## config.mk

```make
export PLATFORM = sky130hd
export DESIGN_NAME = conv_bringup_seq
export DESIGN_NICKNAME = d
export VERILOG_FILES = /design/src/rtl/conv_seq_pkg.sv /design/src/rtl/seq_datapath.sv /design/src/rtl/seq_ctrl.sv /design/src/rtl/conv_bringup_seq.sv
export SDC_FILE = /design/constraint.sdc
export NUM_CORES = 1
export LEC_CHECK = 0
export BUFFER_PORTS_ARGS = -buffer_cell sky130_fd_sc_hd__buf_2
export CAP_MARGIN = 10
export CELL_PAD_IN_SITES_DETAIL_PLACEMENT = 1
export CELL_PAD_IN_SITES_GLOBAL_PLACEMENT = 2
export CORE_ASPECT_RATIO = 1.75
export CORE_MARGIN = 2
export CORE_UTILIZATION = 43
export DETAILED_ROUTE_END_ITERATION = 10
export PLACE_DENSITY = 0.92
export SYNTH_ARGS = -nofsm -noshare
export SYNTH_HDL_FRONTEND = slang
export SYNTH_HIERARCHICAL = 1
export SYNTH_SLANG_ARGS = --single-unit
export TNS_END_PERCENT = 5
```

## constraint.sdc

```tcl
create_clock -name clk -period 3.9 [get_ports clk]
set_input_delay 0.585 -clock clk [delete_from_list [all_inputs] [get_ports clk]]
set_output_delay 0.585 -clock clk [all_outputs]
set_load 0.1 [all_outputs]
```

## src/rtl/conv_seq_pkg.sv

```systemverilog
package conv_seq_pkg;

  typedef enum logic [2:0] {
    ST_RESET   = 3'd0,
    ST_PWRDN   = 3'd1,
    ST_INIT    = 3'd2,
    ST_MEASURE = 3'd3,
    ST_POWERUP = 3'd4,
    ST_RUN     = 3'd5
  } seqState_e;

  // strobes from control to datapath
  typedef struct packed {
    logic settleEn;
    logic measEn;
    logic stepEn;
    logic clrRatio;
  } seqCtl_t;

  localparam int unsigned STEP_LAST = 4;

  function automatic logic ratioSupported(input logic [31:0] r);
    case (r)
      32'd128, 32'd192, 32'd256, 32'd384, 32'd512, 32'd768: ratioSupported = 1'b1;
      default: ratioSupported = 1'b0;
    endcase
  endfunction

endpackage

```

## src/rtl/seq_datapath.sv

```systemverilog
module seq_datapath
  import conv_seq_pkg::*;
#(
  parameter int WIN_LEN    = 2048,
  parameter int MIN_EDGES  = 2,
  parameter int SETTLE_CYC = 32,
  parameter int STEP_DLY   = 16,
  parameter int RATIO_W    = 12
) (
  input  logic               clk,
  input  logic               rstN,
  input  logic               mclkIn,
  input  logic               lrckIn,
  input  logic               sclkIn,
  input  seqCtl_t            ctl,
  output logic               mclkOk,
  output logic               lrckOk,
  output logic               sclkOk,
  output logic               settleDone,
  output logic [2:0]         stepNum,
  output logic [RATIO_W-1:0] ratio,
  output logic               ratioValid
);

  localparam int WIN_W  = (WIN_LEN > 1) ? $clog2(WIN_LEN) : 1;
  localparam int EDGE_W = $clog2(WIN_LEN + 1);
  localparam int SET_W  = $clog2(SETTLE_CYC + 1);
  localparam int DLY_W  = $clog2(STEP_DLY + 1);
  localparam logic [EDGE_W-1:0]  MIN_E    = EDGE_W'(MIN_EDGES);
  localparam logic [WIN_W-1:0]   WIN_LAST = WIN_W'(WIN_LEN - 1);
  localparam logic [SET_W-1:0]   SET_END  = SET_W'(SETTLE_CYC);
  localparam logic [DLY_W-1:0]   DLY_LAST = DLY_W'(STEP_DLY - 1);
  localparam logic [RATIO_W-1:0] CNT_MAX  = {RATIO_W{1'b1}};

  logic [2:0] rawV;
  logic [2:0] okV;
  logic       mclkRise, lrckRise;
  logic [WIN_W-1:0] winCnt;
  logic       winEnd;

  assign rawV   = {sclkIn, lrckIn, mclkIn};
  assign winEnd = (winCnt == WIN_LAST);

  always_ff @(posedge clk or negedge rstN) begin
    if (!rstN)       winCnt <= '0;
    else if (winEnd) winCnt <= '0;
    else             winCnt <= winCnt + 1'b1;
  end

  // one synchronizer + activity counter per sampled clock
  for (genvar k = 0; k < 3; k++) begin : g_act
    logic s1, s2, s3, okR, tog;
    logic [EDGE_W-1:0] eCnt;
    assign tog = s2 ^ s3;
    always_ff @(posedge clk or negedge rstN) begin
      if (!rstN) begin
        {s3, s2, s1} <= 3'b000;
        eCnt <= '0;
        okR  <= 1'b0;
      end else begin
        {s3, s2, s1} <= {s2, s1, rawV[k]};
        if (winEnd) begin
          okR  <= (eCnt + EDGE_W'(tog)) >= MIN_E;
          eCnt <= '0;
        end else if (tog) begin
          eCnt <= eCnt + 1'b1;
        end
      end
    end
    assign okV[k] = okR;
    if (k == 0) begin : g_m
      assign mclkRise = s2 & ~s3;
    end else if (k == 1) begin : g_l
      assign lrckRise = s2 & ~s3;
    end
  end

  assign mclkOk = okV[0];
  assign lrckOk = okV[1];
  assign sclkOk = okV[2];

  // charge-pump settle counter, in master-clock edges
  logic [SET_W-1:0] setCnt;
  always_ff @(posedge clk or negedge rstN) begin
    if (!rstN)                              setCnt <= '0;
    else if (!ctl.settleEn)                 setCnt <= '0;
    else if (mclkRise && setCnt != SET_END) setCnt <= setCnt + 1'b1;
  end
  assign settleDone = (setCnt == SET_END);

  // power-up step timer
  logic [DLY_W-1:0] stepTmr;
  always_ff @(posedge clk or negedge rstN) begin
    if (!rstN) begin
      stepTmr <= '0;
      stepNum <= '0;
    end else if (!ctl.stepEn) begin
      stepTmr <= '0;
      stepNum <= '0;
    end else if (stepNum != 3'(STEP_LAST)) begin
      if (stepTmr == DLY_LAST) begin
        stepTmr <= '0;
        stepNum <= stepNum + 1'b1;
      end else begin
        stepTmr <= stepTmr + 1'b1;
      end
    end
  end

  // ratio counter: master rises between frame rises, lock on two equal
  logic [RATIO_W-1:0] mCnt, prevCnt;
  logic armed, havePrev;
  always_ff @(posedge clk or negedge rstN) begin
    if (!rstN) begin
      mCnt <= '0; prevCnt <= '0; armed <= 1'b0; havePrev <= 1'b0;
      ratio <= '0; ratioValid <= 1'b0;
    end else begin
      if (ctl.clrRatio) ratioValid <= 1'b0;
      if (!ctl.measEn) begin
        mCnt <= '0; armed <= 1'b0; havePrev <= 1'b0;
      end else if (lrckRise) begin
        if (armed) begin
          prevCnt  <= mCnt;
          havePrev <= 1'b1;
          if (havePrev && mCnt == prevCnt && ratioSupported(32'(mCnt))) begin
            ratio      <= mCnt;
            ratioValid <= 1'b1;
          end
        end
        armed <= 1'b1;
        mCnt  <= RATIO_W'(mclkRise);
      end else if (mclkRise && mCnt != CNT_MAX) begin
        mCnt <= mCnt + 1'b1;
      end
    end
  end


  valid_ratio_supported_chk: assert property (@(posedge clk) disable iff (!rstN)
    ratioValid |-> ratioSupported(32'(ratio)));

  step_bounded_chk: assert property (@(posedge clk) disable iff (!rstN)
    stepNum <= 3'(STEP_LAST));

  lock_only_measuring_chk: assert property (@(posedge clk) disable iff (!rstN)
    $rose(ratioValid) |-> $past(ctl.measEn));

endmodule

```

## src/rtl/seq_ctrl.sv

```systemverilog
module seq_ctrl
  import conv_seq_pkg::*;
(
  input  logic       clk,
  input  logic       rstN,
  input  logic       mclkOk,
  input  logic       lrckOk,
  input  logic       sclkOk,
  input  logic       settleDone,
  input  logic [2:0] stepNum,
  input  logic       ratioValid,
  output seqCtl_t    ctl,
  output logic       pullDownOn,
  output logic       biasTieOn,
  output logic       pumpEn,
  output logic       refEn,
  output logic       modEn,
  output logic       ampEn,
  output logic       runActive,
  output logic [2:0] seqState
);

  seqState_e state, nextState;
  logic      active;

  always_ff @(posedge clk or negedge rstN) begin
    if (!rstN) state <= ST_RESET;
    else       state <= nextState;
  end

  assign active = (state == ST_INIT) || (state == ST_MEASURE) ||
                  (state == ST_POWERUP) || (state == ST_RUN);

  always_comb begin
    nextState = state;
    if (active && !mclkOk) begin
      nextState = ST_PWRDN;
    end else begin
      case (state)
        ST_RESET:   nextState = ST_PWRDN;
        ST_PWRDN:   if (mclkOk) nextState = ST_INIT;
        ST_INIT:    if (settleDone) nextState = ST_MEASURE;
        ST_MEASURE: if (ratioValid) nextState = ST_POWERUP;
        ST_POWERUP: if (stepNum == 3'(STEP_LAST)) nextState = ST_RUN;
        default:    nextState = state;
      endcase
    end
  end

  assign ctl.settleEn = (state == ST_INIT);
  assign ctl.measEn   = (state == ST_MEASURE) && lrckOk && sclkOk;
  assign ctl.stepEn   = (state == ST_POWERUP);
  assign ctl.clrRatio = (state == ST_PWRDN);

  assign biasTieOn  = (state == ST_RESET);
  assign pumpEn     = active;
  assign runActive  = (state == ST_RUN);
  assign refEn      = (state == ST_POWERUP) || runActive;
  assign modEn      = ((state == ST_POWERUP) && stepNum >= 3'd1) || runActive;
  assign pullDownOn = !(((state == ST_POWERUP) && stepNum >= 3'd2) || runActive);
  assign ampEn      = ((state == ST_POWERUP) && stepNum >= 3'd3) || runActive;
  assign seqState   = state;


  mod_after_ref_chk: assert property (@(posedge clk) disable iff (!rstN)
    modEn |-> refEn);

  release_after_mod_chk: assert property (@(posedge clk) disable iff (!rstN)
    !pullDownOn |-> modEn);

  amp_after_release_chk: assert property (@(posedge clk) disable iff (!rstN)
    ampEn |-> !pullDownOn);

  run_needs_ratio_chk: assert property (@(posedge clk) disable iff (!rstN)
    runActive |-> ratioValid);

  mclk_loss_chk: assert property (@(posedge clk) disable iff (!rstN)
    (active && !mclkOk) |=> (state == ST_PWRDN));

  leave_reset_chk: assert property (@(posedge clk) disable iff (!rstN)
    (state == ST_RESET) |=> (state == ST_PWRDN));

endmodule

```

## src/rtl/conv_bringup_seq.sv

```systemverilog
module conv_bringup_seq
  import conv_seq_pkg::*;
#(
  parameter int WIN_LEN    = 2048,
  parameter int MIN_EDGES  = 2,
  parameter int SETTLE_CYC = 32,
  parameter int STEP_DLY   = 16,
  parameter int RATIO_W    = 12
) (
  input  logic               clk,
  input  logic               rstN,
  input  logic               mclkIn,
  input  logic               lrckIn,
  input  logic               sclkIn,
  output logic               pullDownOn,
  output logic               biasTieOn,
  output logic               pumpEn,
  output logic               refEn,
  output logic               modEn,
  output logic               ampEn,
  output logic               runActive,
  output logic [2:0]         seqState,
  output logic [RATIO_W-1:0] ratio,
  output logic               ratioValid
);

  seqCtl_t    ctl;
  logic       mclkOk, lrckOk, sclkOk, settleDone;
  logic [2:0] stepNum;

  seq_datapath #(
    .WIN_LEN(WIN_LEN), .MIN_EDGES(MIN_EDGES), .SETTLE_CYC(SETTLE_CYC),
    .STEP_DLY(STEP_DLY), .RATIO_W(RATIO_W)
  ) u_dp (
    .clk(clk), .rstN(rstN), .mclkIn(mclkIn), .lrckIn(lrckIn), .sclkIn(sclkIn),
    .ctl(ctl), .mclkOk(mclkOk), .lrckOk(lrckOk), .sclkOk(sclkOk),
    .settleDone(settleDone), .stepNum(stepNum), .ratio(ratio),
    .ratioValid(ratioValid)
  );

  seq_ctrl u_ctrl (
    .clk(clk), .rstN(rstN), .mclkOk(mclkOk), .lrckOk(lrckOk), .sclkOk(sclkOk),
    .settleDone(settleDone), .stepNum(stepNum), .ratioValid(ratioValid),
    .ctl(ctl), .pullDownOn(pullDownOn), .biasTieOn(biasTieOn), .pumpEn(pumpEn),
    .refEn(refEn), .modEn(modEn), .ampEn(ampEn), .runActive(runActive),
    .seqState(seqState)
  );

endmodule

```

==> results.sh, run 1 <==
export IMPL_outcome="finished, final reports clean"
export IMPL_ys_warn_count=6
export IMPL_nNetsFinal=623
export IMPL_synth_top_area_frac=0.498
export IMPL_synthFlopType="dfrtp_1"
export IMPL_yosysSeqAreaShare=0.498
export IMPL_synth_seq_cells=115
export IMPL_p_int_mw=2.51
export IMPL_switchingPower_mw=0.997
export IMPL_cts_tree="yes"
export IMPL_yosys_area_top_type="dfrtp_1"
export IMPL_grt_pass1_wl_um=22300
export IMPL_post_place_ws_ps=1160
export IMPL_cpMaxStageDelayCell="dfrtp_1"
export IMPL_dp_hpwl_um=9090
export IMPL_fin_crit_sh=0.714
export IMPL_finalHoldViolCount=0
export IMPL_place_gp_congestion=0.787
export IMPL_antenna_found_initial=0
export IMPL_fp_row_count=56
export IMPL_critPathMaxFanout=17
export IMPL_grt_pass1_vias=4625
export IMPL_synth_area_per_cell_sq_um=10.1
export IMPL_first_pass_iters=4
export IMPL_cts_sinks=115
export IMPL_syn_inst=572
export IMPL_overflow=0
export IMPL_post_cts_resized=0
export IMPL_skew_ps=12.6
export IMPL_period_minus_slack_ps=2790
export IMPL_cts_buffer_depth=2
export IMPL_ir_drop_mv=0.294
export IMPL_path_buf_inv=1
export IMPL_grt_util_all_layers=0.199
export IMPL_slew_limit_headroom=0.460
export IMPL_initial_core_util=0.437
export IMPL_pwr_share_clk=0.466
export IMPL_ys_top_cells_by_area="dfrtp_1 (50%), xnor2_1 (6.1%), nor2_1 (4.9%)"
export IMPL_critical_path_top_delay_family="simple AND/OR/NAND/NOR gates"
export IMPL_fp_coreArea_sq_mm=0.0132
export IMPL_htree_num_levels=4
export IMPL_async_flop_share=1.00
export IMPL_seqPwrFrac=0.419
export IMPL_drive_gt1_frac=0.132
export IMPL_critPathMaxStageDelay_ps=610
export IMPL_powerDensity_mw_per_mm2=523
export IMPL_port_buffers=27
export IMPL_cp_required_ps=4200
export IMPL_maxCapViolCount=0
export IMPL_cts_buffers=17
export IMPL_clkLatencyLatePin_ps=420
export IMPL_swShare=0.284
export IMPL_clockRootBuffer="clkbuf_16"
export IMPL_filler_cell_count=1496
export IMPL_synth_edf_count=0
export IMPL_min_path_type="in -> async"
export IMPL_wl_per_cell_um=17.4
export IMPL_grt_max_degree=61
export IMPL_maxSlewViolCount=0
export IMPL_synth_cell_type_count=54
export IMPL_vias_per_cell=5.47
export IMPL_dr_total_vias=4302
export IMPL_ctsHoldBuffers=0
export IMPL_fmax_mhz=359
export IMPL_setup_slack_ps=1110
export IMPL_fp_dieH_um=157
export IMPL_die_x_um=91.7
export IMPL_rsz0062_at_grt="no"
export IMPL_final_cell_mix="dfrtp_1 (115), nor2_1 (76), xnor2_1 (40), nand2_1 (36), nand3_1 (33)"
export IMPL_cts_setup_buffers=0
export IMPL_setup_violations=0
export IMPL_pin_count=28
export IMPL_final_common_cell="dfrtp_1"
export IMPL_antennaDiodeCount=0
export IMPL_end_kind="register"
export IMPL_ant_nets=0
export IMPL_clkTransAtPathRegs_ps=60
export IMPL_syn_nets=596
export IMPL_crit_chain="nand2b_1 -> nor2_1 -> nand3_1 -> buf_4 -> nor4_1 -> o21ai_1 -> nor3_4 -> mux2_1"
export IMPL_drc_errors=0
export IMPL_criticalPathCategory="reg -> reg"
export IMPL_leakage_nw=3.09
export IMPL_netlist_area_sq_mm=0.00578
export IMPL_finalWirelength_um=13600
export IMPL_die_area_sq_mm=0.0144
export IMPL_drtIter0Drc=140
export IMPL_start_kind="register"
export IMPL_syn2layout_area_growth_pct=16.0
export IMPL_finalSetupTns_ps=0
export IMPL_worst_pin_slew_ps=803
export IMPL_crit_arrival_ps=3090
export IMPL_combPwrFrac=0.115
-- cell families (layout without fill, tap and decap cells) --
group                      Yosys count  in the layout  share of synthesized area
muxes                               21             21                     0.0398
and+or+nand+nor                    247            247                      0.220
adders and majority gates           19             19                     0.0411
AOI/OAI and AO/OA                   59             59                     0.0675
buffers and inverters               43             83                     0.0309
DFF                                115            115                      0.498
xor gates and xnor gates            68             68                      0.103
-- registers in the layout (all words and copies together) (netlist names) --
name             flops
u_ctrl/seqState      3
u_dp/armed           1
u_dp/g_act.eCnt     36
u_dp/g_act.s1        3
u_dp/g_act.s2        3
u_dp/g_act.s3        3
u_dp/havePrev        1
u_dp/lrckOk          1
u_dp/mCnt           12
u_dp/mclkOk          1
u_dp/prevCnt        12
u_dp/ratio          12
u_dp/ratioValid      1
u_dp/sclkOk          1
u_dp/setCnt          6
u_dp/stepNum         3
u_dp/stepTmr         5
u_dp/winCnt         11
-- cells in the mapped netlist, types with 2 or more instances --
master,number
a211oi_1,4
nor2_1,76
a21oi_1,10
dfrtp_1,115
a21boi_0,3
and3_1,9
nor4b_1,2
mux2i_1,5
and4_1,6
and2_1,11
o31ai_1,8
nand3_1,33
nor4b_2,2
xnor2_1,40
clkbuf_1,19
nor4_1,8
nand2b_1,7
buf_6,2
xor2_1,28
nand2_1,36
nor3b_1,4
a31oi_1,4
mux2_1,6
o21ai_0,15
buf_2,2
a41oi_1,2
or3_1,5
nor3_1,19
nand4_1,10
mux2_2,10
inv_1,20
ha_1,19
nor2b_1,11
-- power groups by stage --
| stage | registers [mW] | clock network [mW] | logic [mW] |
|---|---|---|---|
| after CTS | 1.47 | 1.66 | 0.415 |
| after global placement | 1.47 | 0 | 0.385 |
| after floorplan | 1.40 | 0 | 0.368 |
| after detailed placement | 1.48 | 0 | 0.406 |
| after global routing | 1.49 | 1.71 | 0.467 |
| final | 1.47 | 1.63 | 0.404 |
-- through the flow --
| step | instance area [sq um] | utilization | instances | hold slack, ps | total power [mW] |
|---|---|---|---|---|---|
| floorplan | 5790 | - | 572 | 289 | 1.76 |
| global placement | 6090 | 0.460 | 754 | 333 | 1.86 |
| detailed placement | 6090 | 0.460 | 754 | 337 | 1.89 |
| CTS | 6710 | 0.506 | 786 | 251 | 3.55 |
| global route | 6710 | 0.506 | 786 | 256 | 3.67 |
| finish | 6710 | 0.506 | 786 | 250 | 3.51 |
-- path summary, 6_finish.rpt --
path                                                start                     endpoint  slack, ps  depth (start not counted)
max in group asynchronous                            rstN   u_dp/g_act[1].s3$_DFF_PN0_       2850                          2
hold / removal                                       rstN  u_dp/stepTmr[0]$_DFFE_PN0P_        250                          1
min in group clk                                   lrckIn   u_dp/g_act[1].s1$_DFF_PN0_        270                          1
setup / recovery           u_ctrl/seqState[0]$_DFFE_PN0P_    u_dp/ratio[8]$_DFFE_PN0P_       1110                          8
hold reg to reg                u_dp/g_act[0].s1$_DFF_PN0_   u_dp/g_act[0].s2$_DFF_PN0_        350                          0
setup reg to reg           u_ctrl/seqState[0]$_DFFE_PN0P_    u_dp/ratio[8]$_DFFE_PN0P_       1110                          8
-- cell type report --
class / count / area [sq um] / share of cell area
Clock buffer: 17 / 425 / 0.0634
Clock inverter: 15 / 193 / 0.0287
Inverter: 20 / 75.1 / 0.0112
Tap cell: 174 / 218 / 0.0325
Sequential cell: 115 / 2880 / 0.429
Multi-Input combinational cell: 414 / 2740 / 0.408
Timing Repair Buffer: 31 / 180 / 0.0269
-- routing by layer --
layer  track usage  vias up  routed length, um
li1              -     2029                  -
met1         0.202     2187               5300
met4        0.0909        0                313
met3        0.0402       29                261
met2         0.383       57               7770
met5             0        -                  0
(Power assumes the default switching activity.)
==> run 2: changes to the inputs <==
Settings changed: ABC_AREA set to 1, CORE_UTILIZATION 43 to 33, PLACE_DENSITY 0.92 to 0.84.
Clock period 3.9 ns to 2.35 ns, I/O delays scaled along.
==> results.sh, run 2 <==
export IMPL_outcome="finished, final reports clean"
export IMPL_dp_hpwl_um=12500
export IMPL_vias_per_cell=4.84
export IMPL_synthFlopType="dfrtp_1"
export IMPL_drc_errors=0
export IMPL_final_common_cell="nand2_1"
export IMPL_clkTransAtPathRegs_ps=60
export IMPL_finalWirelength_um=16900
export IMPL_grt_max_degree=51
export IMPL_syn_inst=854
export IMPL_top_register="u_dp/g_act.eCnt"
export IMPL_setup_slack_ps=131
export IMPL_finalSetupTns_ps=0
export IMPL_gr_usage_met1=0.169
export IMPL_ff2ff_setup_slack_ps=260
export IMPL_powerDensity_mw_per_mm2=821
export IMPL_port_buffers=27
export IMPL_start_kind="register"
export IMPL_cts_buffers=17
export IMPL_final_cell_mix="nand2_1 (230), dfrtp_1 (113), nor2_1 (109), inv_1 (108), nand3_1 (66)"
export IMPL_drtIter0Drc=199
export IMPL_drive_gt1_frac=0.132
export IMPL_grt_pass1_wl_um=28500
export IMPL_combPwrFrac=0.166
export IMPL_leakage_nw=3.79
export IMPL_maxCapViolCount=0
export IMPL_cp_required_ps=2000
export IMPL_ant_nets=0
export IMPL_setup_violations=0
export IMPL_synth_seq_cells=115
export IMPL_async_flop_share=1.00
export IMPL_r2r_start="u_dp/g_act[0].s2$_DFF_PN0_"
export IMPL_htree_num_levels=4
export IMPL_largest_reg_flops=36
export IMPL_critPathMaxFanout=8
export IMPL_finalHoldViolCount=0
export IMPL_synth_area_per_cell_sq_um=7.62
export IMPL_finalNonFillerCells=1156
export IMPL_fin_util=0.393
export IMPL_crit_arrival_ps=1870
export IMPL_clockRootBuffer="clkbuf_16"
export IMPL_yosysSeqAreaShare=0.442
export IMPL_min_path_type="in -> reg"
export IMPL_die_area_sq_mm=0.0209
export IMPL_cts_sinks=115
export IMPL_top_usage_layer="met2"
export IMPL_grt_util_all_layers=0.175
export IMPL_overflow=0
export IMPL_antenna_found_initial=0
export IMPL_netlist_area_sq_mm=0.00651
export IMPL_synth_top_area_frac=0.442
export IMPL_reg2reg_to="u_dp/mclkOk$_DFFE_PN0P_"
export IMPL_ff2ff_path_depth=11
export IMPL_gr_usage_met3=0.0305
export IMPL_switchingPower_mw=1.88
export IMPL_period_minus_slack_ps=2220
export IMPL_cts_setup_buffers=0
export IMPL_hold_start="mclkIn"
export IMPL_clkLatencyLatePin_ps=410
export IMPL_nNetsFinal=922
export IMPL_fin_crit_sh=0.944
export IMPL_first_pass_iters=4
export IMPL_fp_row_count=68
export IMPL_min_to="u_dp/g_act[0].s1$_DFF_PN0_"
export IMPL_place_gp_congestion=0.784
export IMPL_placedCellCount=1123
export IMPL_dr_total_vias=5590
export IMPL_slew_limit_headroom=0.671
export IMPL_synth_common_cells="nand2_1 (231), dfrtp_1 (115), nor2_1 (114)"
export IMPL_yosys_area_top_type="dfrtp_1"
export IMPL_swShare=0.297
export IMPL_gr_usage_met2=0.354
export IMPL_wl_per_cell_um=14.6
export IMPL_ys_top_cells_by_area="dfrtp_1 (44%), nand2_1 (13%), nor2_1 (6.6%)"
export IMPL_cts_buffer_depth=2
export IMPL_whs_path_depth=1
export IMPL_p_int_mw=4.44
export IMPL_grt_pass1_vias=6003
export IMPL_end_kind="primary output"
export IMPL_rsz0062_at_grt="no"
export IMPL_antennaDiodeCount=0
export IMPL_maxSlewViolCount=0
export IMPL_worst_pin_slew_ps=497
export IMPL_hold_ws_ps=44.6
export IMPL_criticalPathCategory="reg -> out"
export IMPL_syn_nets=878
export IMPL_ys_warn_count=6
export IMPL_fp_dieH_um=190
export IMPL_pin_count=28
export IMPL_cts_tree="yes"
export IMPL_ir_drop_mv=0.343
export IMPL_seqPwrFrac=0.391
export IMPL_synth_edf_count=0
export IMPL_syn2layout_area_growth_pct=18.3
export IMPL_skew_ps=7.42
export IMPL_synth_most_common_cell="nand2_1"
export IMPL_fp_coreArea_sq_mm=0.0196
export IMPL_post_place_ws_ps=48.3
export IMPL_initial_core_util=0.332
export IMPL_fmax_mhz=451
export IMPL_synth_cell_type_count=40
export IMPL_pwr_share_clk=0.443
export IMPL_die_x_um=110
run 2: cell count changes in the layout (fill, tap and decap cells not counted), sizes merged, moves of 10 or more:
cell and delta:
nor2 +45, and2 -11, o21ai +33, nand4 +18, nor2b -11, inv +86
mux2 -14, nand2 +202, xnor2 -33, buf +10, nor3 -10, nand3 +36
run 2: power groups by stage:
stage	clock, mW	sequential (mW)	combinational [mW]
detailed placement	0	2.50	1.03
CTS	2.88	2.47	1.04
floorplan	0	2.35	0.822
global placement	0	2.49	1.00
global route	2.98	2.51	1.24
finish	2.80	2.47	1.05
run 2: stage by stage:
step                cell area (sq um)  total power [mW]
detailed placement               7000              3.53
floorplan                        6540              3.17
global route                     7690              6.73
global placement                 7000              3.49
finish                           7690              6.32
CTS                              7650              6.38
run 2: final cells by class:
cell class	instances	area (sq um)
timing repair buffer	42	278
inverter	116	440
sequential	115	2880
multi-input combinational	606	3150
fill	2411	11900
tap	245	307
clock buffer	22	484
clock inverter	10	153
run 2: cells by family after synthesis:
family / Yosys count / share of synthesized area
and+or+nand+nor: 481 / 0.328
buffers and inverters: 133 / 0.0850
DFF: 115 / 0.442
AOI/OAI and AO/OA: 69 / 0.0573
xor gates and xnor gates: 35 / 0.0471
adders and majority gates: 19 / 0.0365
muxes: 2 / 0.00346
run 2: worst max-delay path, stage by stage (launching register included):
cell and delay (ps):
dfrtp_4 510, inv_1 130, nand2_2 110, clkinvlp_4 140, nand2_8 60, nor2_4 90, buf_2 420
run 2: worst max path at each step:
stage | startpoint | endpoint | slack, ps
4_1_cts | u_dp/g_act[1].s2$_DFF_PN0_ | u_dp/lrckOk$_DFFE_PN0P_ | 40
3_3_place_gp | u_dp/g_act[1].s2$_DFF_PN0_ | u_dp/lrckOk$_DFFE_PN0P_ | 130
3_5_place_dp | u_dp/g_act[1].s2$_DFF_PN0_ | u_dp/lrckOk$_DFFE_PN0P_ | 50
5_1_grt | u_ctrl/seqState[1]$_DFFE_PN0P_ | modEn | 10
6_report | u_ctrl/seqState[1]$_DFFE_PN0P_ | ampEn | 130
2_1_floorplan | u_ctrl/seqState[0]$_DFFE_PN0P_ | ampEn | -100
run 2: per-layer routing:
| metal | share of wire | wire [um] |
|---|---|---|
| met1 | 0.38 | 6420 |
| met2 | 0.59 | 9970 |
| met3 | 0.018 | 299 |
| met4 | 0.015 | 248 |
| met5 | 0 | 0 |
run 2: timing repair:
action	in CTS	in global routing
resized for setup	0	11
hold buffers	1	0
hold endpoints to repair	15	0
setup endpoints to repair	0	2
